**src/rtl/sinc3_pkg.sv**
```systemverilog
package sinc3_pkg;

  localparam int ORDER  = 3;
  localparam int CODE_W = 16;

  // Accumulator width needed so the final difference is exact.
  function automatic int acc_width(input int lg);
    return ORDER * lg + 1;
  endfunction

  // Map the raw difference (0 .. 2^(ORDER*lg)) onto a 16-bit code.
  function automatic logic [CODE_W-1:0] raw_to_code(input logic [63:0] raw, input int lg);
    int          sh;
    logic [63:0] v;
    sh = ORDER * lg - CODE_W;
    if (sh >= 0) v = raw >> sh;
    else         v = raw << (-sh);
    if (v > 64'd65535) return 16'hFFFF;
    return v[CODE_W-1:0];
  endfunction

endpackage

```
**src/rtl/sinc3_phase.sv**
```systemverilog
module sinc3_phase #(
  parameter int RATIO = 256,
  localparam int LG = $clog2(RATIO)
) (
  input  logic          clk,
  input  logic          rst,
  output logic          frame_tick,
  output logic [LG-1:0] phase
);
  localparam logic [LG-1:0] LAST = LG'(RATIO - 1);

  logic [LG-1:0] cnt_q;

  always_ff @(posedge clk) begin
    if (rst)                cnt_q <= '0;
    else if (cnt_q == LAST) cnt_q <= '0;
    else                    cnt_q <= cnt_q + 1'b1;
  end

  assign frame_tick = (cnt_q == LAST);
  assign phase      = cnt_q;
endmodule

```
**src/rtl/sinc3_integ.sv**
```systemverilog
module sinc3_integ #(
  parameter int W = 25
) (
  input  logic         clk,
  input  logic         rst,
  input  logic [W-1:0] addend,
  output logic [W-1:0] acc
);
  // Wrap-around running sum; the difference stages undo the wrap.
  always_ff @(posedge clk) begin
    if (rst) acc <= '0;
    else     acc <= acc + addend;
  end
endmodule

```
**src/rtl/sinc3_diff.sv**
```systemverilog
module sinc3_diff #(
  parameter int W = 25
) (
  input  logic         clk,
  input  logic         rst,
  input  logic         frame_tick,
  input  logic [W-1:0] din,
  output logic [W-1:0] dout
);
  logic [W-1:0] held_q;

  always_ff @(posedge clk) begin
    if (rst)             held_q <= '0;
    else if (frame_tick) held_q <= din;
  end

  assign dout = din - held_q;
endmodule

```
**src/rtl/sinc3_decimator.sv**
```systemverilog
module sinc3_decimator
  import sinc3_pkg::*;
#(
  parameter int RATIO = 256
) (
  input  logic        clk,
  input  logic        rst,
  input  logic        sd_bit,
  output logic [15:0] sample_code,
  output logic        sample_valid,
  output logic        settled
);
  localparam int LG = $clog2(RATIO);
  localparam int W  = acc_width(LG);
  localparam logic [W-1:0] FULL_RAW = {1'b1, {(W-1){1'b0}}};

  logic [ORDER:0][W-1:0] integ_bus;
  logic [ORDER:0][W-1:0] diff_bus;
  logic                  frame_tick;
  logic [LG-1:0]         phase;
  logic [W-1:0]          raw;

  logic [15:0] code_q;
  logic        valid_q;
  logic        settled_q;
  logic [1:0]  seen_q;

  sinc3_phase #(.RATIO(RATIO)) u_phase (
    .clk(clk), .rst(rst), .frame_tick(frame_tick), .phase(phase)
  );

  assign integ_bus[0] = {{(W-1){1'b0}}, sd_bit};

  for (genvar s = 0; s < ORDER; s++) begin : g_integ
    sinc3_integ #(.W(W)) u_integ (
      .clk(clk), .rst(rst), .addend(integ_bus[s]), .acc(integ_bus[s+1])
    );
  end

  assign diff_bus[0] = integ_bus[ORDER];

  for (genvar s = 0; s < ORDER; s++) begin : g_diff
    sinc3_diff #(.W(W)) u_diff (
      .clk(clk), .rst(rst), .frame_tick(frame_tick),
      .din(diff_bus[s]), .dout(diff_bus[s+1])
    );
  end

  assign raw = diff_bus[ORDER];

  always_ff @(posedge clk) begin
    if (rst) begin
      code_q    <= '0;
      valid_q   <= 1'b0;
      settled_q <= 1'b0;
      seen_q    <= '0;
    end else begin
      valid_q <= frame_tick;
      if (frame_tick) begin
        code_q    <= raw_to_code(64'(raw), LG);
        settled_q <= (seen_q == 2'd3);
        if (seen_q != 2'd3) seen_q <= seen_q + 2'd1;
      end
    end
  end

  assign sample_code  = code_q;
  assign sample_valid = valid_q;
  assign settled      = settled_q;

  AST_RAW_BOUND: assert property (@(posedge clk) disable iff (rst)
    frame_tick |-> (raw <= FULL_RAW));
  AST_VALID_PULSE: assert property (@(posedge clk) disable iff (rst)
    valid_q |=> !valid_q);
  AST_VALID_PHASE: assert property (@(posedge clk) disable iff (rst)
    valid_q |-> (phase == '0));
  AST_CODE_HOLD: assert property (@(posedge clk) disable iff (rst)
    !valid_q |-> $stable(code_q));
  AST_SETTLED_STICKY: assert property (@(posedge clk) disable iff (rst)
    settled_q |=> settled_q);
endmodule

```
**config.mk**
```make
export PLATFORM = sky130hd
export DESIGN_NAME = sinc3_decimator
export DESIGN_NICKNAME = d
export VERILOG_FILES = /design/src/rtl/sinc3_pkg.sv /design/src/rtl/sinc3_phase.sv /design/src/rtl/sinc3_integ.sv /design/src/rtl/sinc3_diff.sv /design/src/rtl/sinc3_decimator.sv
export SDC_FILE = /design/constraint.sdc
export NUM_CORES = 1
export LEC_CHECK = 0
export BUFFER_PORTS_ARGS = -buffer_cell sky130_fd_sc_hd__buf_2
export CAP_MARGIN = 20
export CORE_ASPECT_RATIO = 0.8
export CORE_MARGIN = 5
export CORE_UTILIZATION = 60
export DETAILED_ROUTE_END_ITERATION = 6
export PLACE_DENSITY = 0.73
export SETUP_SLACK_MARGIN = 0.02
export SLEW_MARGIN = 10
export SYNTH_ARGS = -nofsm -noshare
export SYNTH_HDL_FRONTEND = slang
export SYNTH_SLANG_ARGS = --single-unit
```
**constraint.sdc**
```tcl
create_clock -name clk -period 13 [get_ports clk]
set_input_delay 0 -clock clk [delete_from_list [all_inputs] [get_ports clk]]
set_output_delay 0 -clock clk [all_outputs]
set_load 0.05 [all_outputs]
```
==> results of run 1 <==
[power by group]
part           total (mW)  leakage, nW  switching, mW  internal (mW)
registers           0.560         1.44        0.00763          0.553
logic                1.23         3.46          0.689          0.539
clock network       0.510        0.285          0.225          0.285
[logic make-up (layout without fill, tap and decap cells)]
logic type,Yosys count,in the layout,share of synthesized area
xor gates and xnor gates,119,119,0.0932
muxes,2,2,0.00186
and+or+nand+nor,479,479,0.190
DFF,178,178,0.312
adders and majority gates,127,127,0.142
buffers and inverters,159,174,0.0537
AOI/OAI and AO/OA,383,383,0.207
[per-layer routing]
layer	vias up	global-route usage	wire length (um)
met5	-	0	0
met4	0	0.0461	178
met3	11	0.0362	727
met2	111	0.334	10400
met1	4447	0.305	11700
li1	5004	-	-
[critical path, cell delays in order (launching register included)]
cell      delay, ps
dfxtp_1         430
ha_1            260
nor2b_1         120
o21ai_1         160
a21boi_1        100
o21ai_0         290
nand2_1         140
a21o_1          200
a21oi_1         210
xnor2_1         180
ha_1            310
and4_1          230
o21ai_0         170
a21boi_0        220
o41ai_1         460
o21ai_0         200
xor2_1          190
ha_1            360
a21o_1          200
a21o_1          180
a221oi_1        330
o211ai_1        240
a22o_1          260
a211oi_1        280
xnor2_1         180
xnor3_2         300
nor2_4          450
a21oi_1         120
[final cells by class]
cell class | instances | area share
multi-input cells | 1110 | 0.589
repair buffers | 26 | 0.0124
inverters | 116 | 0.0353
clock inverters | 11 | 0.00944
flip-flops and latches | 178 | 0.289
well taps | 258 | 0.0262
clock buffers | 21 | 0.0382
[metrics by stage]
stage                     setup WS (ps)  hold WS, ps
after floorplan                    7290          234
after global placement             6510          331
after detailed placement           6230          343
after CTS                          6160          425
after global routing               5500          469
final                              6060          430
[synthesized netlist by cell type, types with 8 or more instances]
cell	number
a21oi_1	157
nor2b_1	17
nand3_1	33
and3_1	19
nor2_1	124
o21a_1	18
o21bai_1	10
o31ai_1	9
a31oi_1	11
nand2_1	191
o21ai_1	8
nand4_1	9
a21o_1	41
clkbuf_1	37
a21boi_0	8
xnor2_1	66
or3_1	13
a21oi_2	9
nand2b_1	10
dfxtp_1	178
inv_1	116
ha_1	123
o21ai_0	65
nor3_1	29
xor2_1	51
and2_1	10
a211oi_1	9
[worst paths after layout]
| path | cells after the start | startpoint | end |
|---|---|---|---|
| setup reg to reg | 27 | g_integ[2].u_integ.acc[1]$_SDFF_PP0_ | sample_code[2]$_SDFFE_PP0P_ |
| hold reg to reg | 2 | g_diff[1].u_diff.held_q[20]$_SDFFE_PP0P_ | g_diff[1].u_diff.held_q[20]$_SDFFE_PP0P_ |
| setup / recovery | 27 | g_integ[2].u_integ.acc[1]$_SDFF_PP0_ | sample_code[2]$_SDFFE_PP0P_ |
| hold / removal | 4 | sd_bit | g_integ[0].u_integ.acc[0]$_SDFF_PP0_ |
[state kept, by name (all words and copies together), names as in the netlist]
name,flops
g_diff.u_diff.held_q,75
g_integ.u_integ.acc,75
sample_code,16
u_phase.phase,8
seen_q,2
sample_valid,1
settled,1
[repair_timing]
action	4_1_cts	5_1_grt
gates resized for setup	0	0
hold buffers	2	0
hold endpoints to repair	20	0
==> results.ini, run 1 <==
[cells_and_area]
antenna_cells=0
mostFrequentLayoutCell=nand2_1
multiInputGateArea_um2=7260
area_growth_pct=7.86
drive_gt1_frac=0.0554
final_nets=1579
final_util=0.653
design_area_um2=12300
final_cells=1720
area.sequential_um2=3560
nFillCells=1630
final_cell_mix=nand2_1, dfxtp_1, a21oi_1

[placed_design]
dpl.hpwl_um=16200
placed_cells=1686
gp_congestion=0.853
io_buffers=20
post_dp_cell_area_um2=11700

[floorplan]
die_y_um=133
die-width_um=164
die-area_um2=21900
boundaryPins=21
core_area_um2=18900
rows=45
initial_core_util=0.606

[timing]
fin_crit_ps=6940
setup_tns_ps=0
relSlewSlack=0.303
hold_viol=0
tightest_slew_ps=1040
grt_setup_unrepaired=no
skew_ps=17.5
max_freq_mhz=144
maxSlewViolCount=0
setup_violations=0
final_min_period_over_clock_period=0.534

[yosys]
syn_area_per_cell_um2=7.90
synth_nets=1577
synth_async_sr_flop_share=0
yosys_warnings=0
synth_seq_cells=178
synth_cells=1447
synth_top_area_share=0.312
synth_edf_count=0
synthFlopType=dfxtp_1
yosysUniqueCellTypes=69
ys_seq_area_frac=0.312
syn-cell-area_um2=11400
synthTopCellsByArea=dfxtp_1, ha_1, a21oi_1
yosysTopAreaCell=dfxtp_1

[pwr]
leakage_nw=5.18
p_per_area_nw_per_um2=187
power_mw=2.30
ir_drop_uv=135

[route]
drc_errors=0
via_per_inst=5.57
avgRoutedWirePerCell_um=13.3
ant_nets=0
firstDrtPassIters=5
num_vias=9573
drtIter0Drc=535
wirelength_um=22900

[critical_path]
crit_fanout=16
crit_type=reg -> reg
ff2ff_setup_slack_ps=6060
worstPathArrival_ps=7240
worstPathRequired_ps=13290
crit_path_end_kind=flip-flop
crit_path_start_kind=flip-flop

[cts]
cts_root_buffer=clkbuf_16
cts_buffers=17
cts_setup_buffers=0
path_clk_slew_ps=70
cts_buffer_depth=2
cts_max_level=4
clock_sinks=178
clkLatencyLatePin_ps=430
cts_tree=done

[global_routing]
grt_max_degree=98
grt_pass1_vias=8726
antenna_found_initial=0
grt_pass1_wl_um=39700
grt_use_total=0.212
grt.overflow.total=0

[status]
status=finished, final reports clean

[run]
maxCapViolCount=0

[worst_hold_path]
min_path_type=in -> reg

(Power assumes the default switching activity.)
==> run 2: changes to the inputs <==
==> constraint.sdc (replaced) <==
create_clock -name clk -period 7.03 [get_ports clk]
set_input_delay 0 -clock clk [delete_from_list [all_inputs] [get_ports clk]]
set_output_delay 0 -clock clk [all_outputs]
set_load 0.05 [all_outputs]
==> results.ini, run 2 (synthesis gave the netlist of run 1 again) <==
[cells_and_area]
nFillCells=1649  ; +1.2%
final_util=0.655  ; +0.00192
multiInputGateArea_um2=7270  ; +0.12%
final_cell_mix=nand2_1, dfxtp_1, a21oi_1
drive_gt1_frac=0.0567  ; +0.00133
antenna_cells=0  ; unchanged
area_growth_pct=8.18
final_nets=1580  ; +0.063%
area.sequential_um2=3560  ; unchanged
design_area_um2=12400  ; +0.29%
mostFrequentLayoutCell=nand2_1

[status]
status=finished, final reports clean

[global_routing]
grt.overflow.total=0  ; unchanged
antenna_found_initial=0  ; unchanged
grt_use_total=0.215  ; +0.00295
grt_pass1_vias=8838  ; +1.3%
grt_max_degree=76  ; -22%
grt_pass1_wl_um=40300  ; +1.6%

[cts]
clock_sinks=178  ; unchanged
cts_buffers=17  ; unchanged
path_clk_slew_ps=70  ; about the same
clkLatencyLatePin_ps=440  ; about the same
cts_buffer_depth=2  ; unchanged
cts_max_level=4  ; unchanged
cts_root_buffer=clkbuf_16
cts_tree=done

[floorplan]
core_area_um2=18900  ; unchanged
die-width_um=164  ; unchanged
boundaryPins=21  ; unchanged
initial_core_util=0.606  ; unchanged
die_y_um=133  ; unchanged
rows=45  ; unchanged
die-area_um2=21900  ; unchanged

[route]
ant_nets=0  ; unchanged
via_per_inst=5.57  ; about the same
drtIter0Drc=634  ; +19%
drc_errors=0  ; unchanged
firstDrtPassIters=7  ; +2
num_vias=9586  ; +0.14%
avgRoutedWirePerCell_um=13.4  ; +0.11%
wirelength_um=23000  ; +0.17%

[critical_path]
worstPathRequired_ps=7350  ; -5940 ps
critPathBufInv=1  ; +1
crit_family=compound AO/OA/AOI/OAI gates
cp_slowest_cell=dfxtp_1
crit_path_start_kind=flip-flop
worstPathArrival_ps=6750  ; -490 ps
max_stage_delay_ps=430  ; -30 ps
crit_fanout=16  ; unchanged
crit_path_end_kind=flip-flop
crit_type=reg -> reg
worst_path_most_repeated_cell=a21oi_1

[timing]
fin_crit_ps=6430  ; -513 ps
final_min_period_over_clock_period=0.915  ; +0.381
max_freq_mhz=156  ; +8.0%
setup_tns_ps=0  ; unchanged
tightest_slew_ps=968  ; -76.3 ps
relSlewSlack=0.354  ; +0.0509
maxSlewViolCount=0  ; unchanged
setup_violations=0  ; unchanged
grt_setup_unrepaired=no
hold_viol=0  ; unchanged
skew_ps=15.0  ; -2.50 ps

[pwr]
p_per_area_nw_per_um2=345  ; +85%
leakage_nw=5.19  ; +0.22%
ir_drop_uv=284  ; +110%

[placed_design]
io_buffers=20  ; unchanged
dpl.hpwl_um=16400  ; +0.98%
post_dp_cell_area_um2=11700  ; unchanged
gp_congestion=0.855  ; +0.18%

[worst_hold_path]
min_path_type=in -> reg

[run]
maxCapViolCount=0  ; unchanged

## run 2: worst paths after layout
| check | start | endpoint | slack [ps] | cells past startpoint |
|---|---|---|---|---|
| setup reg to reg | g_integ[2].u_integ.acc[1]$_SDFF_PP0_ | sample_code[2]$_SDFFE_PP0P_ | 600 | 29 |
| hold / removal | sd_bit | g_integ[0].u_integ.acc[0]$_SDFF_PP0_ | 430 | 4 |
| setup / recovery | g_integ[2].u_integ.acc[1]$_SDFF_PP0_ | sample_code[2]$_SDFFE_PP0P_ | 600 | 29 |
| hold reg to reg | g_diff[2].u_diff.held_q[8]$_SDFFE_PP0P_ | g_diff[2].u_diff.held_q[8]$_SDFFE_PP0P_ | 460 | 2 |
## run 2: where the power goes
group          total [mW]  leakage (nW)  internal (mW)  switching, mW
clock network       0.958         0.282          0.539          0.419
logic                2.26          3.47           1.00           1.26
registers            1.04          1.44           1.02         0.0143
## run 2: per-layer routing
metal  vias to the layer above  routed length, um  global-route usage
met5                         -                  0                   0
met4                         0                165              0.0382
met3                        13                890              0.0414
met2                       127              10300               0.342
met1                      4439              11700               0.307
li1                       5007                  -                   -
## run 2: metrics by stage
stage / power (mW) / std cells / worst slack, ps / hold slack [ps]
2_1_floorplan: 2.93 / 1447 / 1320 / 234
3_3_place_gp: 3.27 / 1686 / 544 / 331
3_5_place_dp: 3.31 / 1686 / 353 / 345
4_1_cts: 4.28 / 1720 / 320 / 417
5_1_grt: 4.60 / 1721 / 42.8 / 469
6_report: 4.26 / 1721 / 599 / 431
## run 2: cell type report
cell class	count	share of cell area
clock inverter	13	0.0122
tap	258	0.0261
sequential	178	0.288
multi-input combinational	1110	0.588
clock buffer	19	0.0358
timing repair buffer	27	0.0140
inverter	116	0.0352
## run 2: what timing repair did
item / 4_1_cts / 5_1_grt
resized for setup: 0 / 2
setup buffers: 0 / 1
endpoints found under the hold margin: 21 / 0
setup endpoints to repair: 0 / 16
hold buffers: 2 / 0
## run 2: worst reg2reg max path, delay by kind of cell, from the launching register on
| kind | cells | cell delay [ps] |
|---|---|---|
| xor gates and xnor gates | 4 | 810 |
| AOI/OAI and AO/OA | 15 | 3030 |
| buffers and inverters | 1 | 170 |
| DFF | 1 | 430 |
| and+or+nand+nor | 6 | 990 |
| adders and majority gates | 3 | 880 |
